**config.mk**
```make
export PLATFORM = sky130hd
export DESIGN_NAME = io_probe_target
export DESIGN_NICKNAME = d
export VERILOG_FILES = /design/src/rtl/io_probe_pkg.sv /design/src/rtl/io_probe_select.sv /design/src/rtl/io_probe_hit.sv /design/src/rtl/io_probe_readmux.sv /design/src/rtl/io_probe_target.sv
export SDC_FILE = /design/constraint.sdc
export NUM_CORES = 1
export LEC_CHECK = 0
export ABC_AREA = 1
export CORE_UTILIZATION = 29
export DETAILED_ROUTE_END_ITERATION = 8
export DONT_BUFFER_PORTS = 1
export PLACE_DENSITY = 0.45
export SLEW_MARGIN = 5
export SYNTH_ARGS = -nofsm -noshare
export SYNTH_HDL_FRONTEND = slang
export SYNTH_SLANG_ARGS = --single-unit
```
**constraint.sdc**
```tcl
create_clock -name clk -period 1.69 [get_ports clk]
set_input_delay 0.338 -clock clk [delete_from_list [all_inputs] [get_ports clk]]
set_output_delay 0.338 -clock clk [all_outputs]
set_load 0.05 [all_outputs]
```
**src/rtl/io_probe_pkg.sv**
```systemverilog
package io_probe_pkg;

  localparam int NUM_TESTS = 3;

  typedef struct packed {
    logic [7:0]  width;
    logic [31:0] offset;
    logic [31:0] data;
    logic [31:0] name_lo;
    logic [31:0] name_hi;
  } test_desc_t;

  // Descriptor of a test number; numbers at or above NUM_TESTS are empty.
  function automatic test_desc_t lookup_test(input logic [7:0] num);
    test_desc_t d;
    d = '0;
    case (num)
      8'd0: begin
        d.width   = 8'd1;
        d.offset  = 32'h0000_0041;
        d.data    = 32'h0000_005A;
        d.name_lo = 32'h4554_5942;
        d.name_hi = 32'h0052_575F;
      end
      8'd1: begin
        d.width   = 8'd2;
        d.offset  = 32'h0000_0082;
        d.data    = 32'h0000_BEEF;
        d.name_lo = 32'h464C_4148;
        d.name_hi = 32'h0052_575F;
      end
      8'd2: begin
        d.width   = 8'd4;
        d.offset  = 32'h0000_00C0;
        d.data    = 32'hC0FF_EE42;
        d.name_lo = 32'h4452_4F57;
        d.name_hi = 32'h0052_575F;
      end
      default: d = '0;
    endcase
    return d;
  endfunction

  // Byte-lane mask of a width code before lane shifting.
  function automatic logic [3:0] width_mask(input logic [7:0] width);
    case (width)
      8'd1:    return 4'b0001;
      8'd2:    return 4'b0011;
      8'd4:    return 4'b1111;
      default: return 4'b0000;
    endcase
  endfunction

endpackage

```
**src/rtl/io_probe_select.sv**
```systemverilog
module io_probe_select (
  input  logic                      clk,
  input  logic                      rst_n,
  input  logic                      sel_wr,
  input  logic [7:0]                sel_num,
  output io_probe_pkg::test_desc_t  desc
);
  import io_probe_pkg::*;

  logic [7:0] cur_q;
  logic [7:0] cur_d;
  logic       cur_en;

  always_comb begin
    cur_en = sel_wr;
    cur_d  = sel_num;
  end

  always_ff @(posedge clk or negedge rst_n) begin
    if (!rst_n)      cur_q <= 8'd0;
    else if (cur_en) cur_q <= cur_d;
  end

  always_comb desc = lookup_test(cur_q);

endmodule

```
**src/rtl/io_probe_hit.sv**
```systemverilog
module io_probe_hit #(
  parameter int WORD_W = 10,
  parameter int HIT_W  = 32
) (
  input  logic              clk,
  input  logic              rst_n,
  input  logic              wr_en,
  input  logic [WORD_W-1:0] wr_word,
  input  logic [3:0]        wr_be,
  input  logic [31:0]       wr_data,
  input  logic              sel_wr,
  input  logic [7:0]        width,
  input  logic [31:0]       offset,
  input  logic [31:0]       data,
  output logic              hit,
  output logic [HIT_W-1:0]  hit_cnt
);
  import io_probe_pkg::*;

  localparam logic [HIT_W-1:0] CNT_MAX = {HIT_W{1'b1}};

  logic [3:0]       base_mask;
  logic [3:0]       exp_be;
  logic [31:0]      bit_mask;
  logic [31:0]      lane_data;
  logic             addr_ok;
  logic             data_ok;
  logic             be_ok;
  logic [HIT_W-1:0] cnt_d;
  logic             cnt_en;

  always_comb begin
    base_mask = width_mask(width);
    exp_be    = base_mask << offset[1:0];
  end

  for (genvar i = 0; i < 4; i++) begin : g_lane_mask
    assign bit_mask[8*i +: 8] = {8{base_mask[i]}};
  end

  always_comb begin
    lane_data = wr_data >> {offset[1:0], 3'b000};
    addr_ok   = ({{(30-WORD_W){1'b0}}, wr_word} == offset[31:2]);
    data_ok   = ((lane_data & bit_mask) == (data & bit_mask));
    be_ok     = (base_mask != 4'b0000) && (wr_be == exp_be);
    hit       = wr_en && !sel_wr && addr_ok && be_ok && data_ok;
  end

  always_comb begin
    cnt_en = sel_wr || (hit && (hit_cnt != CNT_MAX));
    cnt_d  = sel_wr ? '0 : hit_cnt + 1'b1;
  end

  always_ff @(posedge clk or negedge rst_n) begin
    if (!rst_n)      hit_cnt <= '0;
    else if (cnt_en) hit_cnt <= cnt_d;
  end

endmodule

```
**src/rtl/io_probe_readmux.sv**
```systemverilog
module io_probe_readmux #(
  parameter int WORD_W = 10,
  parameter int HIT_W  = 32
) (
  input  logic                      clk,
  input  logic                      rst_n,
  input  logic                      rd_en,
  input  logic [WORD_W-1:0]         rd_word,
  input  io_probe_pkg::test_desc_t  desc,
  input  logic [HIT_W-1:0]          hit_cnt,
  output logic [31:0]               rdata
);
  localparam int W_HDR  = 0;
  localparam int W_OFS  = 1;
  localparam int W_DAT  = 2;
  localparam int W_CNT  = 3;
  localparam int W_NM0  = 4;
  localparam int W_NM1  = 5;

  logic [31:0] rdata_d;

  always_comb begin
    case (int'(rd_word))
      W_HDR:   rdata_d = {16'h0000, desc.width, 8'h00};
      W_OFS:   rdata_d = desc.offset;
      W_DAT:   rdata_d = desc.data;
      W_CNT:   rdata_d = 32'(hit_cnt);
      W_NM0:   rdata_d = desc.name_lo;
      W_NM1:   rdata_d = desc.name_hi;
      default: rdata_d = 32'h0;
    endcase
  end

  always_ff @(posedge clk or negedge rst_n) begin
    if (!rst_n)     rdata <= 32'h0;
    else if (rd_en) rdata <= rdata_d;
  end

endmodule

```
**src/rtl/io_probe_target.sv**
```systemverilog
module io_probe_target #(
  parameter  int WIN_BYTES = 4096,
  parameter  int HIT_W     = 32,
  localparam int ADDR_W    = $clog2(WIN_BYTES),
  localparam int WORD_W    = ADDR_W - 2
) (
  input  logic              clk,
  input  logic              rst_n,
  input  logic [WORD_W-1:0] bus_word,
  input  logic [3:0]        bus_be,
  input  logic [31:0]       bus_wdata,
  input  logic              bus_wr,
  input  logic              bus_rd,
  output logic [31:0]       bus_rdata
);
  import io_probe_pkg::*;

  test_desc_t       desc;
  logic             sel_wr;
  logic             hit;
  logic [HIT_W-1:0] hit_cnt;

  always_comb sel_wr = bus_wr && (bus_word == '0) && bus_be[0];

  io_probe_select u_select (
    .clk     (clk),
    .rst_n   (rst_n),
    .sel_wr  (sel_wr),
    .sel_num (bus_wdata[7:0]),
    .desc    (desc)
  );

  io_probe_hit #(.WORD_W(WORD_W), .HIT_W(HIT_W)) u_hit (
    .clk     (clk),
    .rst_n   (rst_n),
    .wr_en   (bus_wr),
    .wr_word (bus_word),
    .wr_be   (bus_be),
    .wr_data (bus_wdata),
    .sel_wr  (sel_wr),
    .width   (desc.width),
    .offset  (desc.offset),
    .data    (desc.data),
    .hit     (hit),
    .hit_cnt (hit_cnt)
  );

  io_probe_readmux #(.WORD_W(WORD_W), .HIT_W(HIT_W)) u_read (
    .clk     (clk),
    .rst_n   (rst_n),
    .rd_en   (bus_rd),
    .rd_word (bus_word),
    .desc    (desc),
    .hit_cnt (hit_cnt),
    .rdata   (bus_rdata)
  );

endmodule

```
## Yosys cells after proc, flatten, opt, wreduce, memory -nomap -nowiden

Index checks and enable logic that the tools add are counted.

- Add/subtract/negate cells: 1
- Equality and inequality tests: 14
- Shift-type cells: 2
- Multiplexer cells: 4
- Bitwise logic cells: 2
- Reductions and logical operators: 13

Operator list:

| kind | count |
|---|---|
| 131-bit case mux with 3 select lines | 1 |
| 32-bit case mux with 6 select lines | 1 |
| 32-bit bitwise AND | 2 |
| 32-bit by 1-bit adder with 32-bit output (second input constant) | 1 |
| 32-bit equality test | 1 |
| 32-bit 2-to-1 mux | 1 |
| 32-bit inequality test (second input constant) | 1 |
| 32-bit by 5-bit right shift with 32-bit output | 1 |
| 10-bit by 30-bit equality test with 1-bit output | 1 |
| 10-bit by 2-bit equality test with 1-bit output (second input constant) | 2 |
| 10-bit by 3-bit equality test with 1-bit output (second input constant) | 2 |
| 4-bit case mux with 3 select lines | 1 |
| 10-bit by 1-bit equality test with 1-bit output (second input constant) | 1 |
| 10-bit zero test | 1 |
| 8-bit by 1-bit equality test with 1-bit output (second input constant) | 1 |
| 8-bit by 2-bit equality test with 1-bit output (second input constant) | 1 |
| 1-bit logical AND | 8 |
| 8-bit zero test | 1 |
| 4-bit equality test | 1 |
| 4-bit nonzero test | 1 |
| 4-bit by 2-bit << shifter with 4-bit output | 1 |
| 3-bit by 1-bit equality test with 1-bit output (second input constant) | 1 |
| 3-bit by 2-bit equality test with 1-bit output (second input constant) | 1 |
| 3-bit equality test (second input constant) | 1 |
| 2 further kinds | 2 |

- Register bits: 72
- Input bits: 50
- Output and inout bits: 32
- Word-level logic and storage cells: 39

## Longest topological paths before layout

Gate-level depths: netlist of the first run.

- Depth in word-level cells: 11
- Mapped depth: 15

## By module

Synthesis of the first run repeated with hierarchy kept, for this count alone.

- Cells, all modules: 1479
- Area, all modules: 8545.7 µm²

Modules (own cells, without submodules):

| module | instances | cells an instance | area each (µm²) | seq. area each (µm²) |
|---|---|---|---|---|
| io_probe_hit | 1 | 752 | 4052.6 | 800.8 |
| io_probe_readmux | 1 | 525 | 3029.2 | 800.8 |
| io_probe_select | 1 | 184 | 1392.6 | 200.2 |
| io_probe_target | 1 | 18 | 71.3 | 0.0 |

## Worst setup path after synthesis of the first run

Ideal clock, no wire load.

- Path type: reg-to-reg
- From: register u_hit.hit_cnt[1]
- To: register u_hit.hit_cnt[13]
- Setup time: 0.066 ns
- Arrival: 1.747 ns
- Data required time: 1.624 ns
- Path slack: -0.123 ns
- Cell stages (with the launch flop): 15
- Path buffers: 1
- Clock period less this slack: 1.813 ns
- Cells stage by stage: dfrtp_1 -> ha_1 -> inv_1 -> nor2_2 -> nand2_1 -> nor2_1 -> nand3_1 -> nand3_1 -> nor2_2 -> nand3_2 -> inv_2 -> nand2_4 -> buf_6 -> nand3_2 -> nand2_1

- Longest elaborated chain between the ends: 3
- Elaborated cells between the ends (all ways): 5

Ends and longest elaborated chain:

| item | line | RTL |
|---|---|---|
| from (decl) | io_probe_hit.sv:16 | `output logic [HIT_W-1:0] hit_cnt` |
| from (signal assigned) | io_probe_hit.sv:56 | `else if (cnt_en) hit_cnt <= cnt_d;` |
| parallel branches: the longest is 3 deep, another holds 32-bit by 1-bit adder with 32-bit output | -- |  |

Several ways; the timed one is not identified.
A chain may end at the register's enable or synchronous reset.

## Worst setup path after layout of the first run

- From: register u_select.cur_q[6]
- To: register u_hit.hit_cnt[9]

- Longest elaborated chain between the ends: 11
- Elaborated cells between the ends (all ways): 22

Ends and longest elaborated chain:

| item | line | RTL |
|---|---|---|
| from (decl) | io_probe_select.sv:10 | `logic [7:0] cur_q;` |
| from (signal assigned) | io_probe_select.sv:21 | `else if (cur_en) cur_q <= cur_d;` |
| 8-bit by 2-bit equality test with 1-bit output, or another cell as far along | io_probe_pkg.sv:17 | `case (num)` |
| 131-bit case mux with 3 select lines * | io_probe_pkg.sv:17 |  |
| parallel branches: the longest is 6 deep, another holds 32-bit by 5-bit right shift with 32-bit output | -- |  |
| 1-bit logical AND * | io_probe_hit.sv:46 | `hit = wr_en && !sel_wr && addr_ok && be_ok && data_ok;` |
| 1-bit logical AND * | io_probe_hit.sv:50 | `cnt_en = sel_wr \|\| (hit && (hit_cnt != CNT_MAX));` |
| 1-bit logical OR * | io_probe_hit.sv:50 |  |

Every way passes the cells marked *.

==> impl_metrics.env, run 1 <==
export IMPL_num_rows=48
export IMPL_syn_nets=821
export IMPL_p_sw_frac=0.251
export IMPL_synth_area_leaders="dfrtp_1 (34%), nand2_1 (18%), nand3_2 (6.9%), inv_1 (5.7%), nor2_1 (5.7%)"
export IMPL_synth_edf_count=0
export IMPL_ys_ff_latch=72
export IMPL_htreeDepth=3
export IMPL_die_x_um=136
export IMPL_violations="negative hold slack, negative setup slack"
export IMPL_cts_root_buf="clkbuf_16"
export IMPL_gp_congestion=0.873
export IMPL_post_drt_wl_per_cell_um=16.1
export IMPL_reg2reg_depth=13
export IMPL_netlist_area_leader_share=0.344
export IMPL_critPathMaxStageDelay_ns=0.41
export IMPL_period_share=1.16
export IMPL_syn_inst=770
export IMPL_p_int_mw=2.80
export IMPL_synth_top_area_cell="dfrtp_1"
export IMPL_dieArea_um2=18600
export IMPL_worstMarginPinSlew_ns=0.510
export IMPL_cts_tree="done"
export IMPL_start_kind="register"
export IMPL_cts_sinks=72
export IMPL_grt_pass1_wl_um=29100
export IMPL_cap_violations=0
export IMPL_drcViolationCount=0
export IMPL_finClkSkew_ns=0.00715
export IMPL_grt_pass1_vias=5475
export IMPL_clkTransAtPathRegs_ns=0.06
export IMPL_yosys_warnings=0
export IMPL_initial_utilization=0.300
export IMPL_area_delta_synth_final_pct=39.3
export IMPL_hold_class="input pin to async pin"
export IMPL_wl_um=18300
export IMPL_avgSynthCellArea_um2=6.81
export IMPL_fin_total_pwr_mw=3.74
export IMPL_path_cells="nor2_4, nand2_4, inv_8, nand2_8, o21ai_1, nand2_1, o21ai_2, nand3_2, inv_2, nand2_4, buf_12, nand3_2, nand2_1"
export IMPL_drt_iter0_drc=280
export IMPL_ir_drop_v=0.000486
export IMPL_drive_above_1_share=0.338
export IMPL_final_nets=963
export IMPL_combPwrFrac=0.034
export IMPL_design_area_um2=7300
export IMPL_rsz0062_at_grt="yes"
export IMPL_whs_ns=-0.317
export IMPL_status="finished with violations"
export IMPL_diodes=0
export IMPL_grt_max_degree=73
export IMPL_dr_pass1_iters=5
export IMPL_fin_cells=1142
export IMPL_crit_type="register to register"
export IMPL_worstSkewPairLatency_ns=0.35
export IMPL_num_vias=5580
export IMPL_arrival_ns=2.20
export IMPL_finalWorstSetupSlack_ns=-0.273
export IMPL_design_portCount=82
export IMPL_dpl_instance_area_um2=6530
export IMPL_io_buffers=0
export IMPL_cts_buffer_depth=2
export IMPL_slew_violations=0
export IMPL_worstSetupEndpointType="register"
export IMPL_slowest_stage="dfrtp_1"
export IMPL_p_per_area_nw_per_um2=512
export IMPL_leakage_nw=3.46
export IMPL_fin_crit_ns=1.96
export IMPL_n_fill_cell=1800
export IMPL_fmax_mhz=509
export IMPL_chipHeight_um=136
export IMPL_p_sw_uw=938
export IMPL_synth_area_um2=5240
export IMPL_required_ns=1.93
export IMPL_vias_per_cell=4.89
export IMPL_setup_viol=45
export IMPL_antenna_found_initial=0
export IMPL_seq_power_share=0.462
export IMPL_cts_inserted_buffers=9
export IMPL_timing_hold_violations_final=72
export IMPL_grt_overflow=0
export IMPL_synth_seq_area_share=0.344
export IMPL_numPlacedInstances=1115
export IMPL_ant_nets=0
export IMPL_ys_types=43
export IMPL_synth_async_reset_ratio=1.00
export IMPL_relSlewSlack=0.660
export IMPL_core_area_um2=17500
export IMPL_dp_hpwl_um=14300
export IMPL_path_max_fanout=11
export IMPL_clkPwrFrac=0.504
export IMPL_grt_use_total=0.208
export IMPL_ys_flop_type="dfrtp_1"
-- power by group through the flow --
stage / sequential (mW) / combinational, mW / clock (mW)
3_3_place_gp: 1.76 / 0.116 / 0
3_5_place_dp: 1.76 / 0.117 / 0
6_report: 1.73 / 0.128 / 1.88
5_1_grt: 1.73 / 0.144 / 2.02
4_1_cts: 1.73 / 0.120 / 1.94
2_1_floorplan: 1.76 / 0.0830 / 0
-- path summary, 6_finish.rpt --
kind                                    from           endpoint  slack [ns]
min                                    rst_n    u_read.rdata[8]       -0.32
max in group asynchronous              rst_n  u_select.cur_q[0]        1.82
min in group clk                bus_wdata[5]  u_select.cur_q[5]        0.10
max                        u_select.cur_q[6]   u_hit.hit_cnt[9]       -0.27
min reg2reg                u_select.cur_q[5]  u_select.cur_q[5]        0.55
max reg2reg                u_select.cur_q[6]   u_hit.hit_cnt[9]       -0.27
-- worst max-delay path, delay by kind of cell, from the launching register on --
kind / cells / cell delay (ns)
DFF: 1 / 0.41
and+or+nand+nor: 8 / 0.79
AOI/OAI and AO/OA: 2 / 0.25
buffers and inverters: 3 / 0.38
-- flip-flops by register name, summed over array words and instances, names as in the netlist --
name,flops
u_hit.hit_cnt,32
u_read.rdata,32
u_select.cur_q,8
-- cell usage in the layout, fill, tap and decap left out, types with 3 or more instances in the layout --
| cell | netlist | layout |
|---|---|---|
| o21ai_2 | 1 | 4 |
| a21oi_2 | 0 | 6 |
| nor2_4 | 4 | 15 |
| nand2_4 | 2 | 7 |
| a21oi_1 | 26 | 20 |
| o21ai_1 | 1 | 18 |
| or2_2 | 7 | 7 |
| inv_1 | 80 | 70 |
| a22o_1 | 3 | 3 |
| clkbuf_16 | 0 | 9 |
| inv_2 | 4 | 13 |
| nor2_2 | 7 | 13 |
| buf_12 | 0 | 7 |
| o22ai_1 | 5 | 4 |
| xor2_1 | 12 | 12 |
| nand3_2 | 36 | 42 |
| nand2_1 | 246 | 235 |
| nand3b_1 | 4 | 4 |
| nand3_1 | 47 | 40 |
| buf_6 | 8 | 9 |
| nor3_1 | 22 | 21 |
| nand2_2 | 9 | 13 |
| inv_8 | 0 | 3 |
| buf_4 | 0 | 139 |
| nand4_1 | 10 | 10 |
| xnor2_1 | 3 | 3 |
| o21ai_0 | 42 | 22 |
| nor2_1 | 79 | 62 |
| dfrtp_1 | 72 | 71 |
-- metrics by stage --
| step | setup slack [ns] | util | hold slack (ns) | TNS (ns) |
|---|---|---|---|---|
| after detailed placement | -0.365 | 0.374 | 0.0439 | -16.21 |
| after global placement | -0.373 | 0.374 | 0.0447 | -16.53 |
| final | -0.273 | 0.418 | -0.317 | -8.91 |
| after global routing | -0.424 | 0.418 | -0.332 | -15.39 |
| after CTS | -0.248 | 0.397 | -0.333 | -9.53 |
| after floorplan | -0.0672 | - | 0.0424 | -1.92 |
-- cell usage after synthesis (all sizes together), types with 2 or more instances --
cell     count
inv         84
a22o         3
buf         16
dfrtp       72
o21ai       44
nand3b       4
a21oi       26
xnor2        3
nand4       11
a211oi       4
nand3       83
o2111ai      2
nor3        22
xor2        12
clkinv       2
clkbuf       9
nor2        90
or2          7
nand2      257
o211ai       2
a221oi       2
nor3b        2
o21bai       2
o22ai        5
-- area by class of cell --
type | count | area (µm²) | share of cell area
clock buffers | 9 | 225 | 0.0308
multi-input cells | 587 | 3280 | 0.450
inverters | 86 | 343 | 0.0470
clock inverters | 7 | 63.8 | 0.00874
repair buffers | 156 | 1300 | 0.178
well taps | 225 | 282 | 0.0386
flip-flops and latches | 72 | 1800 | 0.247
-- logic make-up after synthesis --
family,synth area share
DFF,0.344
AOI/OAI and AO/OA,0.104
and+or+nand+nor,0.433
buffers and inverters,0.0924
xor gates and xnor gates,0.0251
adders and majority gates,0.00239
-- per-layer routing --
metal | track usage | up-vias | share of wire
li1 | - | 2774 | -
met1 | 0.274 | 2649 | 0.47
met2 | 0.338 | 126 | 0.47
met3 | 0.0287 | 31 | 0.036
met4 | 0.0852 | 0 | 0.027
met5 | 0 | - | 0
-- timing repair --
action	in CTS	in global routing
cloned	0	0
endpoints found under the setup margin	51	57
pin swaps	8	23
gates resized for setup	25	93
hold endpoints to repair	72	72
buffers inserted	6	7
Power figures use the tool's default switching activity.
==> run 2: changes to the inputs <==
SETUP_SLACK_MARGIN = 0.05   (was unset)
==> run 2 against run 1 <==
  * The flow still finishes with violations (negative hold slack, negative setup slack)
  * Clock skew increased by 0.00088 ns
  * Wire length decreased by 0.47%
  * Die area did not move
  * Clock power about the same
  * Non-clock buffer count increased by 5
  * Cell count rose by 0.44%
  * Clock-buffer cell count is the same
  * Combinational power barely moved
  * Sequential power barely moved
  * Critical path depth is the same
  * Register-to-register slack better by 0.02 ns
  * Via count is essentially flat
==> impl_metrics.env, run 2 (synthesis gave the netlist of run 1 again) <==
export IMPL_final_nets=968
export IMPL_final_cell_mix="nand2_1 (235), buf_4 (147), inv_1 (71), dfrtp_1 (71), nor2_1 (63)"
export IMPL_design_portCount=82
export IMPL_whs_ns=-0.317
export IMPL_layout_commonest_cell="nand2_1"
export IMPL_vias_per_cell=4.87
export IMPL_status="finished with violations"
export IMPL_fin_crit_ns=1.94
export IMPL_drive_above_1_share=0.335
export IMPL_finClkSkew_ns=0.00803
export IMPL_slew_violations=0
export IMPL_area_delta_synth_final_pct=38.9
export IMPL_fmax_mhz=515
export IMPL_grt_use_total=0.208
export IMPL_required_ns=1.93
export IMPL_initial_utilization=0.300
export IMPL_worstSetupEndpointType="register"
export IMPL_leakage_nw=3.47
export IMPL_timing_rr_end="u_hit.hit_cnt[1]"
export IMPL_hold_class="input pin to async pin"
export IMPL_grt_max_degree=73
export IMPL_relSlewSlack=0.656
export IMPL_core_area_um2=17500
export IMPL_fin_total_pwr_mw=3.75
export IMPL_cts_buffer_depth=2
export IMPL_path_max_fanout=7
export IMPL_final_core_util=0.417
export IMPL_antenna_found_initial=0
export IMPL_dieArea_um2=18600
export IMPL_gp_congestion=0.873
export IMPL_diodes=0
export IMPL_num_vias=5585
export IMPL_p_per_area_nw_per_um2=515
export IMPL_timing_hold_violations_final=72
export IMPL_r2r_start="u_select.cur_q[2]"
export IMPL_crit_type="register to register"
export IMPL_arrival_ns=2.18
export IMPL_worstMarginPinSlew_ns=0.516
export IMPL_clkTransAtPathRegs_ns=0.06
export IMPL_numPlacedInstances=1115
export IMPL_ff2ff_setup_slack_ns=-0.25
export IMPL_dp_hpwl_um=14300
export IMPL_reg2reg_depth=13
export IMPL_setup_viol=50
export IMPL_cts_root_buf="clkbuf_16"
export IMPL_cts_inserted_buffers=9
export IMPL_htreeDepth=3
export IMPL_reg_top3="u_hit.hit_cnt: 32 flops, u_read.rdata: 32 flops, u_select.cur_q: 8 flops"
export IMPL_drt_iter0_drc=322
export IMPL_cts_sinks=72
export IMPL_period_share=1.15
export IMPL_grt_pass1_wl_um=29100
export IMPL_die_x_um=136
export IMPL_finalSetupTns_ns=-8.02
export IMPL_fin_cells=1147
export IMPL_chipHeight_um=136
export IMPL_num_rows=48
export IMPL_cap_violations=0
export IMPL_ant_nets=0
export IMPL_wl_um=18300
export IMPL_dr_pass1_iters=5
export IMPL_ir_drop_v=0.000488
export IMPL_n_fill_cell=1801
export IMPL_worstSkewPairLatency_ns=0.35
export IMPL_io_buffers=0
export IMPL_rsz0062_at_grt="yes"
export IMPL_violations="negative hold slack, negative setup slack"
export IMPL_start_kind="register"
export IMPL_post_drt_wl_per_cell_um=15.9
export IMPL_grt_pass1_vias=5475
export IMPL_drcViolationCount=0
export IMPL_cts_tree="done"
export IMPL_grt_overflow=0
export IMPL_finalWorstSetupSlack_ns=-0.253
[run 2: cell types whose count changed in the layout (fill, tap and decap cells not counted), moves of 2 or more]
cell and delta:
buf_4 +8, o21ai_0 -5, o21ai_2 +4, a21oi_1 +3, a21oi_2 -3, buf_12 -2, o2111ai_1 +2, o2111ai_2 -2
[run 2: what timing repair did]
action | in CTS | in global routing
pin swaps | 9 | 15
resized for setup | 29 | 85
endpoints found under the hold margin | 72 | 72
setup endpoints to repair | 56 | 59
setup buffers | 6 | 11
[run 2: worst max-delay path by stage]
stage | slack (ns) | to | cells past startpoint | from
floorplan | -0.07 | u_hit.hit_cnt[11] | 14 | u_select.cur_q[7]
global placement | -0.37 | u_hit.hit_cnt[7] | 12 | u_select.cur_q[3]
detailed placement | -0.36 | u_hit.hit_cnt[21] | 13 | u_select.cur_q[3]
CTS | -0.25 | u_read.rdata[9] | 11 | u_select.cur_q[6]
global route | -0.36 | u_hit.hit_cnt[11] | 13 | u_select.cur_q[6]
finish | -0.25 | u_hit.hit_cnt[1] | 13 | u_select.cur_q[2]
[run 2: power breakdown]
group | leakage, nW | total, mW | switching, mW | internal, mW
logic | 2.35 | 0.131 | 0.0766 | 0.0540
clock network | 0.136 | 1.89 | 0.865 | 1.02
registers | 0.984 | 1.73 | 0.00292 | 1.73
total | 3.47 | 3.75 | 0.945 | 2.80
[run 2: final cells by class]
class,count,area [µm²],share of cell area
Tap cell,225,282,0.0386
Clock inverter,7,63.8,0.00876
Sequential cell,72,1800,0.248
Inverter,86,335,0.0460
Timing Repair Buffer,161,1310,0.180
Multi-Input combinational cell,587,3270,0.448
Clock buffer,9,225,0.0309
[run 2: routing by layer]
layer	share of wire	GRT usage	wire length, µm
met5	0	0	0
met4	0.024	0.0852	440
met3	0.030	0.0287	549
met2	0.48	0.338	8680
met1	0.47	0.274	8590
[run 2: critical path: stages, from the launching register on]
cell and delay (ns):
dfrtp_1 0.41, inv_2 0.09, nand2_4 0.08, nor2_4 0.18, nand2_8 0.10, buf_8 0.14, o21bai_4 0.18, nand3_2 0.10
nor2_4 0.05, buf_4 0.12, buf_4 0.12, buf_4 0.11, nand3_1 0.07, nand2_1 0.06
[run 2: through the flow]
stage | setup slack, ns | instance area (µm²)
2_1_floorplan | -0.0672 | 5270
3_5_place_dp | -0.365 | 6530
4_1_cts | -0.248 | 6950
5_1_grt | -0.361 | 7280
6_report | -0.253 | 7280
3_3_place_gp | -0.373 | 6530
==> run 3: changes to the inputs <==
ABC_CLOCK_PERIOD_IN_PS = 1690   (was unset)
CORE_ASPECT_RATIO = 1.1   (was unset)
==> run 3 against run 2 <==
  * The flow still finishes with violations (negative hold slack, negative setup slack)
  * Clock power is essentially flat
  * Hold slack lost 0.011 ns
  * Setup slack lost 0.0080 ns
  * Register-to-register slack is essentially flat
  * Sequential power about the same
  * Non-clock buffer count decreased by 1
  * Critical path type unchanged
  * Sequential share of layout area down 0.79 points
  * Critical path depth decreased by 2
  * Total power is 0.60% higher
  * Largest power group unchanged
==> impl_metrics.env, run 3 (synthesis gave the netlist of run 1 again) <==
export IMPL_arrival_ns=2.20
export IMPL_start_kind="register"
export IMPL_finClkSkew_ns=0.00724
export IMPL_area_delta_synth_final_pct=43.6
export IMPL_ant_nets=0
export IMPL_timing_rr_end="u_hit.hit_cnt[28]"
export IMPL_post_drt_wl_per_cell_um=16.2
export IMPL_clkTransAtPathRegs_ns=0.07
export IMPL_worstMarginPinSlew_ns=0.513
export IMPL_p_int_mw=2.81
export IMPL_timing_hold_violations_final=72
export IMPL_dp_hpwl_um=14100
export IMPL_clkPwrFrac=0.505
export IMPL_n_fill_cell=1847
export IMPL_cts_buffer_depth=2
export IMPL_critPathMaxStageDelay_ns=0.41
export IMPL_grt_max_degree=73
export IMPL_period_share=1.15
export IMPL_core_area_um2=17700
export IMPL_vias_per_cell=4.72
export IMPL_status="finished with violations"
export IMPL_io_buffers=0
export IMPL_htreeDepth=3
export IMPL_cts_sinks=72
export IMPL_fin_cells=1159
export IMPL_r2r_start="u_select.cur_q[5]"
export IMPL_reg2reg_depth=11
export IMPL_p_per_area_nw_per_um2=501
export IMPL_cap_violations=0
export IMPL_drt_iter0_drc=355
export IMPL_slew_violations=0
export IMPL_relSlewSlack=0.658
export IMPL_initial_utilization=0.297
export IMPL_hold_class="input pin to async pin"
export IMPL_p_sw_frac=0.255
export IMPL_design_portCount=82
export IMPL_violations="negative hold slack, negative setup slack"
export IMPL_cts_root_buf="clkbuf_16"
export IMPL_num_rows=51
export IMPL_required_ns=1.94
export IMPL_reg_top3="u_hit.hit_cnt: 32 flops, u_read.rdata: 32 flops, u_select.cur_q: 8 flops"
export IMPL_rsz0062_at_grt="yes"
export IMPL_ff2ff_setup_slack_ns=-0.26
export IMPL_grt_use_total=0.208
export IMPL_grt_overflow=0
export IMPL_final_nets=967
export IMPL_path_max_fanout=6
export IMPL_finalWorstSetupSlack_ns=-0.261
export IMPL_dieArea_um2=18600
export IMPL_fin_total_pwr_mw=3.77
export IMPL_layout_commonest_cell="nand2_1"
export IMPL_fin_crit_ns=1.95
export IMPL_die_x_um=130
export IMPL_grt_pass1_vias=5303
export IMPL_final_core_util=0.426
export IMPL_worstSkewPairLatency_ns=0.35
export IMPL_leakage_nw=3.53
export IMPL_crit_type="register to register"
export IMPL_cts_inserted_buffers=9
export IMPL_wl_um=18800
export IMPL_ir_drop_v=0.000484
export IMPL_path_cells="nor2_4, nand3_4, nor2_4, buf_4, nand3_1, nand4_2, o21bai_4, buf_12, clkbuf_16, nand2_1, nand2_1"
export IMPL_setup_viol=47
export IMPL_gp_congestion=0.877
export IMPL_p_sw_uw=962
export IMPL_numPlacedInstances=1125
export IMPL_final_cell_mix="nand2_1 (231), buf_4 (136), inv_1 (72)"
export IMPL_drcViolationCount=0
export IMPL_combPwrFrac=0.037
export IMPL_worstSetupEndpointType="register"
export IMPL_chipHeight_um=143
export IMPL_slowest_stage="dfrtp_1"
export IMPL_whs_ns=-0.328
export IMPL_seq_power_share=0.458
export IMPL_fmax_mhz=513
export IMPL_num_vias=5466
export IMPL_diodes=0
export IMPL_grt_pass1_wl_um=28900
export IMPL_drive_above_1_share=0.350
export IMPL_dr_pass1_iters=5
export IMPL_cts_tree="done"
export IMPL_antenna_found_initial=0
==> run 3: cell count changes in the layout (fill, tap and decap cells not counted), sizes merged <==
cell / before / now
buf: 161 / 157
clkbuf: 9 / 12
clkinv: 4 / 1
clkinvlp: 2 / 3
inv: 87 / 89
==> run 3: layer usage <==
metal / routed length (µm) / track usage
met1: 8490 / 0.266
met2: 9490 / 0.359
met3: 562 / 0.0240
met4: 287 / 0.0692
met5: 0 / 0
==> run 3: what timing repair did <==
item,in CTS,in global routing
endpoints found under the setup margin,51,59
gates cloned,1,4
buffers inserted,11,5
endpoints found under the hold margin,72,72
pin swaps,10,20
gates resized for setup,69,76
==> run 3: power groups by stage <==
stage / combinational, mW / clock, mW / sequential, mW
after floorplan: 0.0830 / 0 / 1.76
after global placement: 0.122 / 0 / 1.76
after detailed placement: 0.121 / 0 / 1.76
after CTS: 0.129 / 1.94 / 1.73
after global routing: 0.156 / 2.00 / 1.73
final: 0.140 / 1.90 / 1.73
==> run 3: how the worst max path moves through the flow <==
stage | startpoint | to | slack, ns | depth (start not counted)
finish | u_select.cur_q[5] | u_hit.hit_cnt[28] | -0.26 | 11
global route | u_select.cur_q[1] | u_hit.hit_cnt[18] | -0.37 | 13
CTS | u_select.cur_q[7] | u_hit.hit_cnt[2] | -0.22 | 14
detailed placement | u_select.cur_q[3] | u_read.rdata[14] | -0.28 | 10
global placement | u_hit.hit_cnt[1] | u_hit.hit_cnt[2] | -0.30 | 14
floorplan | u_select.cur_q[7] | u_hit.hit_cnt[11] | -0.07 | 14
==> run 3: metrics by stage <==
step	worst slack (ns)	area, µm²	TNS (ns)
finish	-0.261	7530	-8.69
floorplan	-0.0672	5270	-1.92
global placement	-0.295	6530	-14.32
global route	-0.370	7530	-13.88
CTS	-0.216	7120	-6.56
detailed placement	-0.277	6530	-13.75
==> run 3: worst max-delay path, delay by kind of cell (launching register included) <==
family | cells | cell delay [ns]
AO/OA/AOI/OAI | 1 | 0.08
buffers and inverters | 3 | 0.44
flip-flops | 1 | 0.41
AND/OR/NAND/NOR | 7 | 0.90
==> run 3: cell type report <==
class	instances	area, µm²	area share
Sequential cell	72	1800	0.240
Multi-Input combinational cell	587	3380	0.450
Inverter	86	342	0.0454
Clock inverter	7	61.3	0.00815
Clock buffer	9	225	0.0299
Timing Repair Buffer	160	1410	0.188
Tap cell	238	298	0.0396
